## src/rtl/irq_pkg.sv

```systemverilog
package irq_pkg;
    localparam int REG_W  = 8;
    localparam int LVL_W  = 3;
    localparam int B_POL  = 7;
    localparam int B_MODE = 6;
    localparam int B_STAT = 5;
    localparam int B_EN   = 4;
    localparam int B_CLR  = 3;

    typedef struct packed {
        logic             pol;
        logic             mode;
        logic             status;
        logic             ien;
        logic [LVL_W-1:0] lvl;
    } csr_t;
endpackage

```

## src/rtl/irq_sync.sv

```systemverilog
module irq_sync #(
    parameter int STAGES = 2
) (
    input  logic clk,
    input  logic rst_n,
    input  logic async_in,
    output logic sync_out
);
    logic [STAGES-1:0] sh_q;
    logic [STAGES-1:0] sh_d;

    for (genvar i = 0; i < STAGES; i++) begin : g_stage
        if (i == 0) begin : g_first
            always_comb sh_d[i] = async_in;
        end else begin : g_next
            always_comb sh_d[i] = sh_q[i-1];
        end
        always_ff @(posedge clk or negedge rst_n) begin
            if (!rst_n) sh_q[i] <= 1'b0;
            else        sh_q[i] <= sh_d[i];
        end
    end

    assign sync_out = sh_q[STAGES-1];

    // the output is the input delayed by the full chain
    p_sync_delay_r3: assert property (@(posedge clk) disable iff (!rst_n)
        sh_q[0] |=> sh_q[1]);
endmodule

```

## src/rtl/irq_cond_detect.sv

```systemverilog
module irq_cond_detect (
    input  logic clk,
    input  logic rst_n,
    input  logic sync_in,
    input  logic pol_q,
    input  logic rebase,
    input  logic rebase_pol,
    output logic cond,
    output logic rise
);
    logic prev_d, prev_q;

    always_comb begin
        cond   = sync_in ^ pol_q;
        rise   = cond & ~prev_q;
        prev_d = rebase ? (sync_in ^ rebase_pol) : cond;
    end

    always_ff @(posedge clk or negedge rst_n) begin
        if (!rst_n) prev_q <= 1'b0;
        else        prev_q <= prev_d;
    end

    // after a rebase the stored history matches the new polarity
    p_rebase_history_r7: assert property (@(posedge clk) disable iff (!rst_n)
        rebase |=> prev_q == ($past(sync_in) ^ $past(rebase_pol)));
endmodule

```

## src/rtl/irq_csr.sv

```systemverilog
module irq_csr
    import irq_pkg::*;
(
    input  logic             clk,
    input  logic             rst_n,
    input  logic             wr_en,
    input  logic [REG_W-1:0] wdata,
    input  logic             cond,
    input  logic             rise,
    output csr_t             csr_q,
    output logic             rebase,
    output logic             rebase_pol
);
    csr_t csr_d;
    logic clr_hit;

    always_comb begin
        csr_d      = csr_q;
        clr_hit    = wr_en & wdata[B_CLR] & wdata[B_MODE];
        rebase     = clr_hit;
        rebase_pol = wdata[B_POL];
        if (wr_en) begin
            csr_d.pol  = wdata[B_POL];
            csr_d.mode = wdata[B_MODE];
            csr_d.ien  = wdata[B_EN];
            csr_d.lvl  = wdata[LVL_W-1:0];
        end
        if (clr_hit)         csr_d.status = 1'b0;
        else if (csr_d.mode) csr_d.status = csr_q.status | rise;
        else                 csr_d.status = cond;
    end

    always_ff @(posedge clk or negedge rst_n) begin
        if (!rst_n) csr_q <= '0;
        else        csr_q <= csr_d;
    end

    // an edge-mode clear always leaves status low
    p_clear_wins_r7: assert property (@(posedge clk) disable iff (!rst_n)
        (wr_en && wdata[B_CLR] && wdata[B_MODE]) |=> !csr_q.status);
    // level mode tracks the conditioned pin
    p_level_follows_r5: assert property (@(posedge clk) disable iff (!rst_n)
        (!csr_q.mode && !wr_en) |=> csr_q.status == $past(cond));
    // edge status holds until cleared
    p_edge_hold_r6: assert property (@(posedge clk) disable iff (!rst_n)
        (csr_q.mode && csr_q.status && !wr_en) |=> csr_q.status);
    // a detected edge sets status
    p_edge_set_r6: assert property (@(posedge clk) disable iff (!rst_n)
        (csr_q.mode && rise && !wr_en) |=> csr_q.status);
endmodule

```

## src/rtl/irq_src_ctrl.sv

```systemverilog
module irq_src_ctrl
    import irq_pkg::*;
#(
    parameter int SYNC_STAGES = 2
) (
    input  logic             clk,
    input  logic             rst_n,
    input  logic             wr_en,
    input  logic [REG_W-1:0] wdata,
    output logic [REG_W-1:0] rdata,
    input  logic             pin_in,
    output logic [LVL_W-1:0] irq_level,
    output logic             irq_req
);
    csr_t csr_q;
    logic pin_s, cond, rise, rebase, rebase_pol;

    irq_sync #(.STAGES(SYNC_STAGES)) u_sync (
        .clk(clk), .rst_n(rst_n), .async_in(pin_in), .sync_out(pin_s)
    );

    irq_cond_detect u_det (
        .clk(clk), .rst_n(rst_n), .sync_in(pin_s), .pol_q(csr_q.pol),
        .rebase(rebase), .rebase_pol(rebase_pol), .cond(cond), .rise(rise)
    );

    irq_csr u_csr (
        .clk(clk), .rst_n(rst_n), .wr_en(wr_en), .wdata(wdata),
        .cond(cond), .rise(rise), .csr_q(csr_q),
        .rebase(rebase), .rebase_pol(rebase_pol)
    );

    always_comb begin
        rdata         = '0;
        rdata[B_POL]  = csr_q.pol;
        rdata[B_MODE] = csr_q.mode;
        rdata[B_STAT] = csr_q.status;
        rdata[B_EN]   = csr_q.ien;
        rdata[LVL_W-1:0] = csr_q.lvl;
        irq_req   = csr_q.status & csr_q.ien & (csr_q.lvl != '0);
        irq_level = irq_req ? csr_q.lvl : '0;
    end

    // a request always carries a nonzero level
    p_req_level_r9: assert property (@(posedge clk) disable iff (!rst_n)
        irq_req |-> irq_level != '0);
    // an idle output never shows a level
    p_idle_level_r9: assert property (@(posedge clk) disable iff (!rst_n)
        !irq_req |-> irq_level == '0);
    // the clear bit never reads back as set
    p_clr_reads_zero_r2: assert property (@(posedge clk) disable iff (!rst_n)
        rdata[B_CLR] == 1'b0);
endmodule

```

## config.mk

```make
export PLATFORM = sky130hd
export DESIGN_NAME = irq_src_ctrl
export DESIGN_NICKNAME = d
export VERILOG_FILES = /design/src/rtl/irq_pkg.sv /design/src/rtl/irq_sync.sv /design/src/rtl/irq_cond_detect.sv /design/src/rtl/irq_csr.sv /design/src/rtl/irq_src_ctrl.sv
export SDC_FILE = /design/constraint.sdc
export NUM_CORES = 1
export LEC_CHECK = 0
export BUFFER_PORTS_ARGS = -buffer_cell sky130_fd_sc_hd__clkbuf_2
export CORE_AREA = 3 3 40 42
export DETAILED_ROUTE_END_ITERATION = 12
export DIE_AREA = 0 0 43 45
export PLACE_DENSITY = 0.67
export RECOVER_POWER = 100
export SETUP_SLACK_MARGIN = 0.5
export SLEW_MARGIN = 20
export SYNTH_ARGS = -nofsm -noshare
export SYNTH_HDL_FRONTEND = slang
export SYNTH_HIERARCHICAL = 1
export SYNTH_SLANG_ARGS = --single-unit
```

## constraint.sdc

```tcl
create_clock -name clk -period 1 [get_ports clk]
set_input_delay 0.1 -clock clk [delete_from_list [all_inputs] [get_ports clk]]
set_output_delay 0.1 -clock clk [all_outputs]
set_load 0.05 [all_outputs]
```

# After elaboration in Yosys (flattened, before gate mapping)
# Cells that the tools add are included.
# word_totals
reg_bits,10
input_bits,12
output_inout_bits,12
word_cells,23
# classes
muxes,5
bitwise_logic,9
reduce_logical,1
# ops
operator,n
bitwise AND 1 bit,5
two-way mux 1 bit,4
two-way mux 3 bit,1
nonzero test 3 bit,1
bitwise XOR 1 bit,2
inverter 1 bit,1
OR 1 bit,1

# Logic depth before layout (Yosys ltp)
# depth
depth_word,5
depth_mapped,4
depth_no_buf,4

# Hierarchy
# Netlist, hierarchy kept.
# by_module_without_submodules
module,instances,cells_each,area_per_inst_um2,seq_area_each_um2
irq_csr,1,19,292.8,175.2
irq_cond_detect,1,5,61.3,25.0
irq_sync,1,2,50.0,50.0
irq_src_ctrl,1,6,41.3,0.0

# Worst setup path after synthesis
# OpenSTA, ideal clock, no wires.
# synth_path
path_kind,reg2reg
from,register u_csr/csr_q[6] (netlist name)
to,register u_csr/csr_q[4] (netlist name)
setup_ns,0.087
arrival_ns,1.245
t_required_ns,0.913
slack_ns,-0.331
path_stages_with_launch,5
n_path_buf,0
period_less_slack_ns,1.331
cell_sequence,dfrtp_1 xor2_1 and2b_2 nor2_1 a211oi_2

# Worst setup path after layout
# layout_path
from,register u_csr/csr_q[1] (netlist name)
to,output irq_req
# layout_via
elab_chain_cells,2
# layout_rtl
element,line,rtl
nonzero test 3 bit,irq_src_ctrl.sv:40,irq_req = csr_q.status & csr_q.ien & (csr_q.lvl != '0);
bitwise AND 1 bit,irq_src_ctrl.sv:40,
end: declaration,irq_src_ctrl.sv:13,output logic irq_req
# Every way passes these cells.

==> impl_metrics.json <==
{
  "fin_ws_ns": -0.302,
  "drive_gt1_share_pct": 84.4,
  "syn_nets": 44,
  "synthArstFlopShare_pct": 100,
  "finalWirelength_mm": 1.11,
  "power.density_nw_per_um2": 1720,
  "worst_pin_slew_ns": 0.527,
  "dr.pass1.iters": 4,
  "swShare_pct": 33.5,
  "post-route-period-util_pct": 130,
  "fin_nets": 77,
  "ctsHoldBuffers": 1,
  "io_pins": 24,
  "gp_congestion": 0.656,
  "grt_pass1_vias": 378,
  "finalSetupViolCount": 11,
  "synth_cells": 32,
  "p_seq_share_pct": 33.8,
  "cp.required_ns": 0.90,
  "netlist_area_um2": 445,
  "finClkSkew_ns": 0.00982,
  "clk_path_buf_depth": 2,
  "start_util_pct": 34.7,
  "path_cells": "o311a_4 -> buf_8",
  "power_frac_clock_pct": 23.7,
  "violations": "hold timing, setup timing",
  "diodes": 0,
  "synth_cell_type_count": 15,
  "worstPathArrival_ns": 1.20,
  "leakage_nw": 0.404,
  "htree_levels": 1,
  "ant_nets": 0,
  "ys_top_cells_by_area": "dfrtp_1, mux2_2, and3_2, buf_4, mux2_4",
  "synth_seq_area_share_pct": 56.2,
  "cp_top_family": "flip-flops",
  "viasPerCell": 4.59,
  "slew_viol_final": 0,
  "endpoint_kind": "primary output",
  "fp.dieH_um": 45,
  "crit_type": "flop to primary output",
  "holdWs_ns": -0.0527,
  "numPortBuffers": 21,
  "synth_commonest_cells": "dfrtp_1, mux2_2",
  "syn_to_final_growth_pct": 95.2,
  "cts_tree": "yes",
  "post-dp-hpwl_um": 723,
  "rows": 13,
  "fin_crit_ns": 1.30,
  "dieWidth_um": 43,
  "grt_pass1_wl_mm": 1.74,
  "yosys_warnings": 6,
  "clock-sinks": 10,
  "insertion_delay_ns": 0.26,
  "rsz0062_at_grt": "yes",
  "yosysMostFrequentCell": "dfrtp_1",
  "synth_top_area_cell": "dfrtp_1",
  "wl_per_cell_um": 14.0,
  "finalHoldViolations": 1,
  "holdCritPathClass": "input pin to flop",
  "combinationalPowerShare_pct": 42.5,
  "intPower_mw": 0.994,
  "antenna_found_initial": 0,
  "clk_pin_slew_ns": 0.07,
  "vias": 363,
  "peakVddDrop_mv": 1.00,
  "synth_top_area_share_pct": 56.2,
  "synthFlopType": "dfrtp_1",
  "outcome": "finished, violations left",
  "post-place-cells": 71,
  "die_area_um2": 1940,
  "ys_ff_latch": 10,
  "p_switching_mw": 0.500,
  "coreArea_um2": 1280,
  "synth_edf_count": 0,
  "drv_cap": 0,
  "avgSynthCellArea_um2": 13.9,
  "initialDrtViolationCount": 2,
  "slowest_delay_ns": 0.43,
  "cp_max_fo": 3,
  "crit_buf_inv": 1,
  "grt_usage_pct": 13.2,
  "drc": 0,
  "grt-ovfl-total": 0,
  "fmaxAchievable_mhz": 768,
  "slew_headroom_pct": 64.9,
  "cts_made_buffers": 3,
  "cp-start-kind": "flop",
  "grt_max_degree": 11,
  "root_buffer": "clkbuf_4",
  "slowest_stage": "dfrtp_2",
  "finalNonFillerCells": 79
}
## power groups by stage
stage / registers, mW / logic (mW) / clock network (mW)
finish: 0.505 / 0.635 / 0.354
global route: 0.511 / 0.657 / 0.397
CTS: 0.502 / 0.602 / 0.373
detailed placement: 0.505 / 0.422 / 0
global placement: 0.501 / 0.417 / 0
floorplan: 0.617 / 0.191 / 0
## routing by layer
layer / GRT usage (%) / vias to the layer above / part of all wire [%] / wire length [um]
li1: - / 171 / - / -
met5: 0 / - / 0 / 0
met3: 6.37 / 4 / 4.7 / 52
met1: 13.9 / 177 / 39 / 433
met2: 21.0 / 11 / 53 / 586
met4: 9.04 / 0 / 3.1 / 34
## area by class of cell
type | count | area [um2]
Multi-Input combinational cell | 19 | 205
Sequential cell | 10 | 258
Tap cell | 15 | 18.8
Fill cell | 94 | 415
Timing Repair Buffer | 31 | 352
Clock buffer | 4 | 36.3
## cells by family (layout without fill, tap and decap cells)
group | Yosys count | after routing | share of synthesized area [%]
DFF | 10 | 10 | 56.2
and+or+nand+nor | 7 | 7 | 9.83
muxes | 7 | 7 | 18.3
other | 1 | 1 | 0.842
xor gates and xnor gates | 2 | 2 | 3.93
buffers and inverters | 3 | 35 | 5.90
AOI/OAI and AO/OA | 2 | 2 | 5.06
## stage by stage
step / setup WS, ns / utilization, % / instance area (um2) / total power [mW] / setup TNS (ns)
final: -0.302 / 67.7 / 870 / 1.49 / -1.54
after global routing: -0.344 / 67.7 / 870 / 1.57 / -2.15
after CTS: -0.331 / 66.4 / 853 / 1.48 / -1.56
after detailed placement: -0.0869 / 47.7 / 613 / 0.927 / -0.160
after global placement: -0.0783 / 47.7 / 613 / 0.918 / -0.145
after floorplan: -0.176 / - / 470 / 0.808 / -0.391
## flip-flops by register name (all words and copies together) (netlist names)
name / count
u_sync/sh_d: 1
u_sync/sync_out: 1
u_csr/csr_q: 7
u_det/prev_q: 1
## cell usage in the layout, fill, tap and decap left out, types with 2 or more instances in the layout
cell type  synthesis  routed
clkbuf_2           0      12
clkbuf_16          0       6
dfrtp_2            0       6
buf_8              0       5
mux2_2             5       5
buf_4              2       4
dfrtp_1           10       4
clkbuf_4           0       3
and3_4             0       2
and3_2             2       2
buf_6              1       2
## final timing paths
path                                                 start                          to  slack, ns  cells past startpoint
worst max register to register  u_csr/csr_q[6]$_DFFE_PN0P_    u_csr/csr_q[4]$_DFF_PN0_      -0.07                      4
worst min register to register    u_sync/sh_d[1]$_DFF_PN0_   u_sync/sync_out$_DFF_PN0_       0.35                      0
max in group asynchronous                            rst_n  u_csr/csr_q[6]$_DFFE_PN0P_       0.29                      2
worst min-delay path                                pin_in    u_sync/sh_d[1]$_DFF_PN0_      -0.05                      1
min in group asynchronous                            rst_n  u_csr/csr_q[2]$_DFFE_PN0P_       0.32                      2
worst max-delay path            u_csr/csr_q[1]$_DFFE_PN0P_                     irq_req      -0.30                      2
## repair_timing
action | CTS | global route
endpoints found under the hold margin | 11 | 1
pin swaps | 1 | 1
resized for setup | 32 | 10
endpoints found under the setup margin | 19 | 19
buffers inserted | 2 | 1
Note: power is estimated with default switching activity, not from simulation.
